==> src/rtl/nvstash_pkg.sv <==
package nvstash_pkg;

    typedef enum logic [3:0] {
        ST_IDLE,
        ST_HWWAIT,
        ST_PFCHK,
        ST_ERASE,
        ST_PROG,
        ST_RELWAIT,
        ST_CLEAR,
        ST_XFER,
        ST_DOWN
    } nv_state_t;

    function automatic int imax(input int a, input int b);
        return (a > b) ? a : b;
    endfunction

endpackage

==> src/rtl/nvstash_timer.sv <==
module nvstash_timer #(
    parameter int CW = 4
) (
    input  logic          clk,
    input  logic          rst_n,
    input  logic          load,
    input  logic [CW-1:0] val,
    output logic          zero
);
    logic [CW-1:0] cnt;

    always_ff @(posedge clk or negedge rst_n) begin
        if (!rst_n)
            cnt <= '0;
        else if (load)
            cnt <= val;
        else if (cnt != '0)
            cnt <= cnt - 1'b1;
    end

    assign zero = (cnt == '0);
endmodule

==> src/rtl/nvstash_gate.sv <==
module nvstash_gate (
    input  logic clk,
    input  logic rst_n,
    input  logic acc_rd,
    input  logic acc_wr,
    input  logic rd_open,
    input  logic wr_open,
    input  logic line_n,
    input  logic pwr_ok,
    input  logic clr_dirty,
    output logic rd_ok,
    output logic wr_ok,
    output logic dirty
);
    assign rd_ok = acc_rd & rd_open;
    assign wr_ok = acc_wr & wr_open & line_n & pwr_ok;

    always_ff @(posedge clk or negedge rst_n) begin
        if (!rst_n)
            dirty <= 1'b0;
        else if (wr_ok)
            dirty <= 1'b1;
        else if (clr_dirty)
            dirty <= 1'b0;
    end


    dirty_from_write_chk: assert property (@(posedge clk) disable iff (!rst_n)
        $rose(dirty) |-> $past(wr_ok));


    dirty_cleared_chk: assert property (@(posedge clk) disable iff (!rst_n)
        (clr_dirty && !wr_ok) |=> !dirty);
endmodule

==> src/rtl/nvstash_seq.sv <==
module nvstash_seq
    import nvstash_pkg::*;
#(
    parameter int DELAY_CYC = 8,
    parameter int ERASE_CYC = 6,
    parameter int PROG_CYC  = 10,
    parameter int CLEAR_CYC = 4,
    parameter int XFER_CYC  = 5,
    parameter int CW        = 4
) (
    input  logic          clk,
    input  logic          rst_n,
    input  logic          pwr_ok,
    input  logic          line_n,
    input  logic          sw_store,
    input  logic          sw_recall,
    input  logic          dirty,
    input  logic          tmr_zero,
    output logic          tmr_load,
    output logic [CW-1:0] tmr_val,
    output logic          clr_dirty,
    output logic          rd_open,
    output logic          wr_open,
    output logic          line_pull,
    output logic          nv_erase,
    output logic          nv_program,
    output logic          arr_clear,
    output logic          nv_transfer
);
    nv_state_t state, state_nx;
    logic line_q, pwr_q, pf_pend, rc_pend;
    logic hw_fall, pwr_fall;

    assign hw_fall  = line_q & ~line_n;
    assign pwr_fall = pwr_q & ~pwr_ok;

    // next-state decision
    always_comb begin
        state_nx = state;
        unique case (state)
            ST_IDLE: begin
                if (pf_pend)
                    state_nx = dirty ? ST_PFCHK : ST_DOWN;
                else if (hw_fall && dirty)
                    state_nx = ST_HWWAIT;
                else if (hw_fall)
                    state_nx = ST_IDLE;
                else if (sw_store)
                    state_nx = ST_ERASE;
                else if (sw_recall)
                    state_nx = ST_CLEAR;
            end
            ST_HWWAIT:  if (tmr_zero) state_nx = ST_ERASE;
            ST_PFCHK:   state_nx = line_n ? ST_DOWN : ST_ERASE;
            ST_ERASE:   if (tmr_zero) state_nx = ST_PROG;
            ST_PROG:    if (tmr_zero) state_nx = ST_RELWAIT;
            ST_RELWAIT: if (line_n) state_nx = rc_pend ? ST_DOWN : ST_IDLE;
            ST_CLEAR:   if (tmr_zero) state_nx = ST_XFER;
            ST_XFER:    if (tmr_zero) state_nx = ST_IDLE;
            ST_DOWN:    if (pwr_ok) state_nx = ST_CLEAR;
            default:    state_nx = ST_DOWN;
        endcase
    end

    // state register and request latches
    always_ff @(posedge clk or negedge rst_n) begin
        if (!rst_n) begin
            state   <= ST_DOWN;
            line_q  <= 1'b1;
            pwr_q   <= 1'b0;
            pf_pend <= 1'b0;
            rc_pend <= 1'b1;
        end else begin
            state  <= state_nx;
            line_q <= line_n;
            pwr_q  <= pwr_ok;
            if (pwr_fall)
                pf_pend <= 1'b1;
            else if (state_nx == ST_DOWN || state_nx == ST_PFCHK)
                pf_pend <= 1'b0;
            if (pwr_fall)
                rc_pend <= 1'b1;
            else if (state_nx == ST_CLEAR)
                rc_pend <= 1'b0;
        end
    end

    // timer load on every state change into a timed state
    always_comb begin
        tmr_load = (state_nx != state);
        unique case (state_nx)
            ST_HWWAIT: tmr_val = CW'(DELAY_CYC - 1);
            ST_ERASE:  tmr_val = CW'(ERASE_CYC - 1);
            ST_PROG:   tmr_val = CW'(PROG_CYC - 1);
            ST_CLEAR:  tmr_val = CW'(CLEAR_CYC - 1);
            ST_XFER:   tmr_val = CW'(XFER_CYC - 1);
            default:   tmr_val = '0;
        endcase
    end

    // outputs from state
    always_comb begin
        rd_open     = 1'b0;
        wr_open     = 1'b0;
        line_pull   = 1'b0;
        nv_erase    = 1'b0;
        nv_program  = 1'b0;
        arr_clear   = 1'b0;
        nv_transfer = 1'b0;
        clr_dirty   = 1'b0;
        unique case (state)
            ST_IDLE: begin
                rd_open = 1'b1;
                wr_open = 1'b1;
            end
            ST_HWWAIT: rd_open = 1'b1;
            ST_PFCHK:  line_pull = 1'b1;
            ST_ERASE: begin
                line_pull = 1'b1;
                nv_erase  = 1'b1;
            end
            ST_PROG: begin
                line_pull  = 1'b1;
                nv_program = 1'b1;
                clr_dirty  = tmr_zero;
            end
            ST_CLEAR: arr_clear = 1'b1;
            ST_XFER: begin
                nv_transfer = 1'b1;
                clr_dirty   = tmr_zero;
            end
            default: ;
        endcase
    end


    strobe_onehot_chk: assert property (@(posedge clk) disable iff (!rst_n)
        $onehot0({arr_clear, nv_transfer, nv_erase, nv_program}));


    erase_before_program_chk: assert property (@(posedge clk) disable iff (!rst_n)
        $rose(nv_program) |-> $past(nv_erase));


    clear_before_transfer_chk: assert property (@(posedge clk) disable iff (!rst_n)
        $rose(nv_transfer) |-> $past(arr_clear));


    sw_store_starts_chk: assert property (@(posedge clk) disable iff (!rst_n)
        (state == ST_IDLE && sw_store && !pf_pend && !hw_fall) |=> nv_erase);


    hw_window_reads_chk: assert property (@(posedge clk) disable iff (!rst_n)
        (state == ST_IDLE && hw_fall && dirty && !pf_pend) |=> (rd_open && !nv_erase));


    hold_until_line_chk: assert property (@(posedge clk) disable iff (!rst_n)
        (state == ST_RELWAIT && !line_n) |=> !rd_open);


    pf_abort_chk: assert property (@(posedge clk) disable iff (!rst_n)
        (state == ST_PFCHK && line_n) |=> !nv_erase);
endmodule

==> src/rtl/nvstash_ctrl.sv <==
module nvstash_ctrl
    import nvstash_pkg::*;
#(
    parameter int DELAY_CYC = 8,
    parameter int ERASE_CYC = 6,
    parameter int PROG_CYC  = 10,
    parameter int CLEAR_CYC = 4,
    parameter int XFER_CYC  = 5
) (
    input  logic clk,
    input  logic rst_n,
    input  logic pwr_ok,
    input  logic line_n,
    output logic line_pull,
    input  logic sw_store,
    input  logic sw_recall,
    input  logic acc_rd,
    input  logic acc_wr,
    output logic rd_ok,
    output logic wr_ok,
    output logic nv_erase,
    output logic nv_program,
    output logic arr_clear,
    output logic nv_transfer
);
    localparam int MAXC = imax(imax(DELAY_CYC, ERASE_CYC),
                               imax(PROG_CYC, imax(CLEAR_CYC, XFER_CYC)));
    localparam int CW   = (MAXC < 2) ? 1 : $clog2(MAXC);

    logic          tmr_load, tmr_zero, clr_dirty, dirty, rd_open, wr_open;
    logic [CW-1:0] tmr_val;

    nvstash_timer #(.CW(CW)) u_timer (
        .clk  (clk),
        .rst_n(rst_n),
        .load (tmr_load),
        .val  (tmr_val),
        .zero (tmr_zero)
    );

    nvstash_gate u_gate (
        .clk      (clk),
        .rst_n    (rst_n),
        .acc_rd   (acc_rd),
        .acc_wr   (acc_wr),
        .rd_open  (rd_open),
        .wr_open  (wr_open),
        .line_n   (line_n),
        .pwr_ok   (pwr_ok),
        .clr_dirty(clr_dirty),
        .rd_ok    (rd_ok),
        .wr_ok    (wr_ok),
        .dirty    (dirty)
    );

    nvstash_seq #(
        .DELAY_CYC(DELAY_CYC),
        .ERASE_CYC(ERASE_CYC),
        .PROG_CYC (PROG_CYC),
        .CLEAR_CYC(CLEAR_CYC),
        .XFER_CYC (XFER_CYC),
        .CW       (CW)
    ) u_seq (
        .clk        (clk),
        .rst_n      (rst_n),
        .pwr_ok     (pwr_ok),
        .line_n     (line_n),
        .sw_store   (sw_store),
        .sw_recall  (sw_recall),
        .dirty      (dirty),
        .tmr_zero   (tmr_zero),
        .tmr_load   (tmr_load),
        .tmr_val    (tmr_val),
        .clr_dirty  (clr_dirty),
        .rd_open    (rd_open),
        .wr_open    (wr_open),
        .line_pull  (line_pull),
        .nv_erase   (nv_erase),
        .nv_program (nv_program),
        .arr_clear  (arr_clear),
        .nv_transfer(nv_transfer)
    );
endmodule

==> config.mk <==
export PLATFORM = sky130hd
export DESIGN_NAME = nvstash_ctrl
export DESIGN_NICKNAME = d
export VERILOG_FILES = /design/src/rtl/nvstash_pkg.sv /design/src/rtl/nvstash_timer.sv /design/src/rtl/nvstash_gate.sv /design/src/rtl/nvstash_seq.sv /design/src/rtl/nvstash_ctrl.sv
export SDC_FILE = /design/constraint.sdc
export NUM_CORES = 1
export LEC_CHECK = 0
export BUFFER_PORTS_ARGS = -buffer_cell sky130_fd_sc_hd__buf_4
export CAP_MARGIN = 20
export CORE_UTILIZATION = 26
export DETAILED_ROUTE_END_ITERATION = 7
export GPL_TIMING_DRIVEN = 0
export SLEW_MARGIN = 20
export SYNTH_ARGS = -nofsm -noshare
export SYNTH_HDL_FRONTEND = slang
export SYNTH_SLANG_ARGS = --single-unit
==> constraint.sdc <==
create_clock -name clk -period 3 [get_ports clk]
set_input_delay 0.6 -clock clk [delete_from_list [all_inputs] [get_ports clk]]
set_output_delay 0.6 -clock clk [all_outputs]
set_load 0.03 [all_outputs]
==> results of run 1 <==
[area by class of cell]
class                           instances  area, um^2
Sequential cell                        13         329
Buffer                                  6        32.5
Timing Repair Buffer                   14         105
Multi-Input combinational cell         86         614
Tap cell                               48        60.1
Inverter                               10        37.5
Fill cell                             389        2460
Clock buffer                            4        45.0
[layout by cell type (no fill, tap or decap), drive strengths merged]
cell / Yosys / routed
a211oi: 3 / 3
a21o: 1 / 1
a21oi: 4 / 4
a221o: 1 / 1
a221oi: 1 / 1
a22o: 2 / 2
a2bb2oi: 1 / 1
a31oi: 1 / 1
a41oi: 1 / 1
and3: 2 / 2
buf: 4 / 18
clkbuf: 2 / 6
dfrtp: 10 / 10
dfstp: 3 / 3
ha: 1 / 1
inv: 10 / 10
mux2i: 5 / 5
nand2: 8 / 8
nand2b: 4 / 4
nand3: 3 / 3
nand4bb: 1 / 1
nor2: 8 / 8
nor2b: 4 / 4
nor3: 5 / 5
nor3b: 3 / 3
nor4: 3 / 3
nor4bb: 2 / 2
o211ai: 3 / 3
o21ai: 4 / 4
o21bai: 1 / 1
o22ai: 1 / 1
o31ai: 4 / 4
o32ai: 1 / 1
or3: 2 / 2
or3b: 2 / 2
or4: 1 / 1
xnor2: 1 / 1
xor2: 2 / 2
[sequential cells by signal, summed over array words and instances (netlist names)]
register,flops
u_seq.state,4
u_seq.line_q,1
u_seq.rc_pend,1
u_seq.pf_pend,1
u_timer.cnt,4
u_gate.dirty,1
u_seq.pwr_q,1
[power breakdown]
| group | switching [mW] | total, mW | internal, mW | leakage, nW |
|---|---|---|---|---|
| logic | 0.486 | 0.839 | 0.353 | 0.346 |
| clock network | 0.0605 | 0.154 | 0.0937 | 0.0228 |
| registers | 0.0621 | 0.313 | 0.251 | 0.159 |
[kinds of logic after synthesis]
family | count (synthesis)
flops | 13
fa+ha+maj | 1
xor+xnor | 3
buf+inv | 16
simple gates | 48
compound gates | 29
mux | 5
[final timing paths]
kind                                     start              to  cells past startpoint
worst max-delay path            u_timer.cnt[0]  u_timer.cnt[2]                      8
worst min-delay path                     rst_n   u_seq.pf_pend                      1
worst max register to register  u_timer.cnt[0]  u_timer.cnt[2]                      8
worst min register to register   u_seq.rc_pend   u_seq.rc_pend                      2
max in group asynchronous                rst_n   u_seq.rc_pend                      1
min in group clk                        line_n    u_seq.line_q                      1
[critical path, cell delays in order (launching register included)]
cell and delay, ns:
dfrtp_1 0.37, inv_1 0.10, ha_1 0.20, nor3b_2 0.45, mux2i_1 0.24, a2bb2oi_1 0.35, nand3_1 0.18, a221oi_4 0.43
mux2i_1 0.23
[cell usage after synthesis (2+ instances only)]
library cell	n
a211oi_1	3
xor2_1	2
clkbuf_1	2
mux2i_1	5
dfstp_2	3
dfrtp_1	10
and3_1	2
or3b_2	2
o211ai_1	3
nor3b_1	2
nor2b_1	4
o31ai_1	4
nor2_1	8
o21ai_0	4
nor3_1	5
nand2_1	8
or3_1	2
nand2b_1	4
a21oi_1	4
a22o_1	2
buf_2	2
nand3_1	3
nor4bb_1	2
inv_1	10
[layer usage]
layer	track usage, %	up-vias
li1	-	460
met1	16.5	453
met2	19.3	33
met3	1.58	9
met4	7.50	0
met5	0	-
==> flow_metrics.py, run 1 <==
metrics = {
    "hold_path": {
        "hold_path.class": "in2async",
    },
    "clocking": {
        "htree_levels": 1,
        "tritoncts": "built",
        "ctsResizeCount": 0,
        "clk_pin_slew_ns": 0.05,
        "clockBufferDepth": 2,
        "cts_hold_buf": 0,
        "numCtsBuffers": 3,
        "cts_sinks": 13,
        "worstSkewPairLatency_ns": 0.24,
        "post_cts_buffers": 0,
        "cts_root_buf": "clkbuf_8",
    },
    "grt": {
        "grt.overflow.total": 0,
        "first_global_vias": 872,
        "grt_pass1_wl_um": 3980,
        "grt_max_degree": 14,
        "track_usage_pct": 12.5,
        "grt_antenna_before_repair": 0,
    },
    "floorplanning": {
        "coreArea_mm2": 0.00369,
        "die_area_mm2": 0.00415,
        "ios": 15,
        "die_h_um": 64.4,
        "fp.dieW_um": 64.4,
        "start_util_pct": 27.5,
        "row_count": 22,
    },
    "yosys": {
        "syn_area_mm2": 0.00101,
        "synthTopCellsByArea": "dfrtp_1, dfstp_2, mux2i_1, inv_1, nand2_1",
        "async_reset_ff_share_pct": 100,
        "postSynthAreaPerCell_um2": 8.81,
        "synth_top_area_share_pct": 24.7,
        "ys_seq_area_share_pct": 32.5,
        "yosys-mux-area-fraction_pct": 4.94,
        "synth_seq_cells": 13,
        "yosys_most_used_dff": "dfrtp_1",
        "synth-simple-area-share_pct": 29.9,
        "synth_fp_nets": 124,
        "syn-instance-count": 115,
        "yosysWarnings": 0,
        "synth.distinct_cells": 43,
        "post_synth_xor_area_fraction_pct": 2.59,
        "synth_compound_area_share_pct": 22.0,
        "synth_fa_ha_area_share_pct": 1.23,
        "yosys.area.top_type": "dfrtp_1",
        "synth_top_family_by_area": "simple AND/OR/NAND/NOR gates",
        "synth_edf_count": 0,
    },
    "critical_path": {
        "cp.required_ns": 3.16,
        "rrSetupSlack_ns": 0.36,
        "cp-end-kind": "register",
        "setup.worst_path.start_class": "register",
        "path_class": "reg2reg",
        "critPathArrivalTime_ns": 2.80,
        "crit_path_max_fanout": 6,
    },
    "final_layout": {
        "syn2layout_area_growth_pct": 20.7,
        "final_core_util_pct": 33.2,
        "final_cells": 181,
        "drive_gt1_share_pct": 22.6,
        "antenna_cells": 0,
        "final_nets": 143,
        "fin_area_mm2": 0.00122,
    },
    "placed_design": {
        "postPlaceCellArea_mm2": 0.00118,
        "gp_congestion": 0.931,
        "placedCellCount": 177,
        "pre_cts_ws_ns": 0.357,
        "dpl.hpwl_um": 1880,
        "io_buffers": 14,
    },
    "sta": {
        "tns_ns": 0,
        "worstMarginPinSlew_ns": 0.578,
        "setup_violations": 0,
        "hold_viol": 0,
        "relSlewSlack_pct": 60.9,
        "rsz0062_at_grt": "no",
        "drv_slew": 0,
        "timing.hold.ws_ns": 0.186,
        "skew_ns": 0.00463,
        "timing.final.crit_share_pct": 88.0,
        "max_freq_ghz": 0.379,
        "timing.final.ws_setup_ns": 0.359,
        "period_minus_slack_ns": 2.64,
    },
    "route": {
        "topRoutingLayerUsed": "met4",
        "drt_first_pass_iters": 4,
        "num_vias": 955,
        "drt-met1-wl_um": 1090,
        "dr_wl_met3_um": 125,
        "drc": 0,
        "vias_per_cell": 5.28,
        "wirelength_um": 2410,
        "wl_met2_um": 1130,
        "drtIter0Drc": 124,
        "drtAntennaViolNets": 0,
        "routedWlPerCell_um": 13.3,
    },
    "pwr": {
        "total_power_mw": 1.31,
        "ir_worst_vdd_mv": 0.222,
        "power.leakage_nw": 0.528,
        "p_per_area_mw_per_mm2": 1070,
    },
    "run": {
        "cap_violations": 0,
    },
    "run_status": {
        "status": "complete, no violations",
    },
}
Power figures use the tool's default switching activity.
==> run 2: changes to the inputs <==
--- a/config.mk
+++ b/config.mk
@@ -7,9 +7,11 @@
 export LEC_CHECK = 0
 export BUFFER_PORTS_ARGS = -buffer_cell sky130_fd_sc_hd__buf_4
 export CAP_MARGIN = 20
-export CORE_UTILIZATION = 26
+export CORE_UTILIZATION = 55
 export DETAILED_ROUTE_END_ITERATION = 7
 export GPL_TIMING_DRIVEN = 0
+export PLACE_DENSITY = 0.77
+export REMOVE_ABC_BUFFERS = 1
 export SLEW_MARGIN = 20
 export SYNTH_ARGS = -nofsm -noshare
 export SYNTH_HDL_FRONTEND = slang
==> flow_metrics.py, run 2 (same netlist as run 1, synthesis figures left out) <==
metrics = {
    "run_status": {
        "status": "complete, no violations",
    },
    "final_layout": {
        "final_nets": 137,
        "antenna_cells": 0,
        "final_core_util_pct": 66.3,
        "drive_gt1_share_pct": 22.0,
        "final_cell_mix": "buf_4, inv_1, dfrtp_1, nand2_1, nor2_1",
        "syn2layout_area_growth_pct": 13.0,
        "reg.largest.list": "u_seq.state (4), u_timer.cnt (4)",
        "mostFrequentLayoutCell": "buf_4",
    },
    "clocking": {
        "cts_hold_buf": 0,
        "tritoncts": "built",
        "cts_root_buf": "clkbuf_4",
        "cts_sinks": 13,
        "clockBufferDepth": 2,
        "ctsResizeCount": 0,
        "clk_pin_slew_ns": 0.08,
        "numCtsBuffers": 3,
        "worstSkewPairLatency_ns": 0.27,
        "post_cts_buffers": 0,
        "htree_levels": 1,
    },
    "sta": {
        "setup_violations": 0,
        "drv_slew": 0,
        "rsz0062_at_grt": "no",
        "timing.final.crit_share_pct": 90.3,
        "relSlewSlack_pct": 62.4,
        "worstMarginPinSlew_ns": 0.564,
        "period_minus_slack_ns": 2.71,
        "hold_viol": 0,
        "tns_ns": 0,
        "skew_ns": 0.00269,
        "max_freq_ghz": 0.369,
    },
    "critical_path": {
        "critPathMostFrequentCell": "mux2i_1",
        "cp_cell_sequence": "inv_1, ha_1, nor3b_2, mux2i_1, a2bb2oi_1, nand3_1, a221oi_4, mux2i_1",
        "cp.required_ns": 3.20,
        "r2r-start": "u_timer.cnt[0]",
        "cp_slowest_stage_delay_ns": 0.44,
        "timing.critical_path.from": "u_timer.cnt[0]",
        "cp-end-kind": "register",
        "rrSetupSlack_ns": 0.29,
        "path_class": "reg2reg",
        "setup.worst_path.start_class": "register",
        "crit_path_max_fanout": 6,
        "critPathArrivalTime_ns": 2.91,
        "crit-reg2reg-capture": "u_timer.cnt[1]",
        "r2r_cells": 8,
        "slowest_stage": "nor3b_2",
    },
    "floorplanning": {
        "fp.dieW_um": 44.9,
        "coreArea_mm2": 0.00173,
        "ios": 15,
        "die_area_mm2": 0.00202,
        "start_util_pct": 58.7,
        "row_count": 15,
        "die_h_um": 44.9,
    },
    "grt": {
        "track_usage_pct": 25.2,
        "grt_antenna_before_repair": 0,
        "first_global_vias": 789,
        "grt_pass1_wl_um": 3690,
        "use_met3_pct": 1.60,
        "grt.overflow.total": 0,
        "grt_max_degree": 20,
        "grt-busiest-layer": "met2",
        "grtUsageMet1_pct": 35.6,
        "grt.met2_usage_pct": 41.2,
    },
    "route": {
        "routedWlPerCell_um": 15.2,
        "wirelength_um": 2310,
        "drtIter0Drc": 26,
        "drtAntennaViolNets": 0,
        "drc": 0,
        "drt_first_pass_iters": 4,
        "num_vias": 913,
        "vias_per_cell": 6.01,
    },
    "placed_design": {
        "gp_congestion": 0.834,
        "io_buffers": 14,
        "dpl.hpwl_um": 1740,
    },
    "hold_path": {
        "hold_path.class": "in2async",
    },
    "pwr": {
        "power.leakage_nw": 0.504,
        "total_power_mw": 1.22,
        "ir_worst_vdd_mv": 0.590,
        "p_per_area_mw_per_mm2": 1070,
    },
    "run": {
        "cap_violations": 0,
    },
}
run 2: critical path, delay by kind of cell (launching register included):
kind                     cells  cell delay [ns]
multiplexers                 2             0.47
AND/OR/NAND/NOR              2             0.65
adder cells (fa/ha/maj)      1             0.19
AO/OA/AOI/OAI                2             0.84
flip-flops                   1             0.38
buffers and inverters        1             0.09
run 2: layout make-up:
type | count | area [um^2]
Multi-Input combinational cell | 86 | 614
Fill cell | 157 | 582
Sequential cell | 13 | 329
Timing Repair Buffer | 14 | 105
Inverter | 10 | 37.5
Tap cell | 25 | 31.3
Clock buffer | 3 | 22.5
Clock inverter | 1 | 5.00
run 2: worst max path at each step:
stage	endpoint	slack [ns]	cells past startpoint
after global placement	u_timer.cnt[0]	0.37	8
after CTS	u_timer.cnt[1]	0.31	8
after global routing	u_timer.cnt[0]	0.08	8
after detailed placement	u_timer.cnt[1]	0.33	8
after floorplan	u_timer.cnt[0]	0.18	6
final	u_timer.cnt[1]	0.29	8
run 2: per-stage QoR:
step,hold WS [ns],instances,instance area (um^2),worst slack (ns)
final,0.151,152,1140,0.292
after global routing,0.159,152,1140,0.0778
after CTS,0.154,152,1140,0.306
after detailed placement,0.455,148,1120,0.331
after global placement,0.449,148,1120,0.375
after floorplan,0.304,109,981,0.183
run 2: where the power goes:
part	leakage, nW	switching [mW]	internal, mW
logic	0.327	0.405	0.329
clock network	0.0177	0.0585	0.0493
registers	0.159	0.131	0.250
total	0.504	0.594	0.628
run 2: layer usage:
layer	vias up	routed length (um)
met5	-	0
met4	0	12
met3	2	72
met2	21	1130
met1	440	1090
li1	450	-
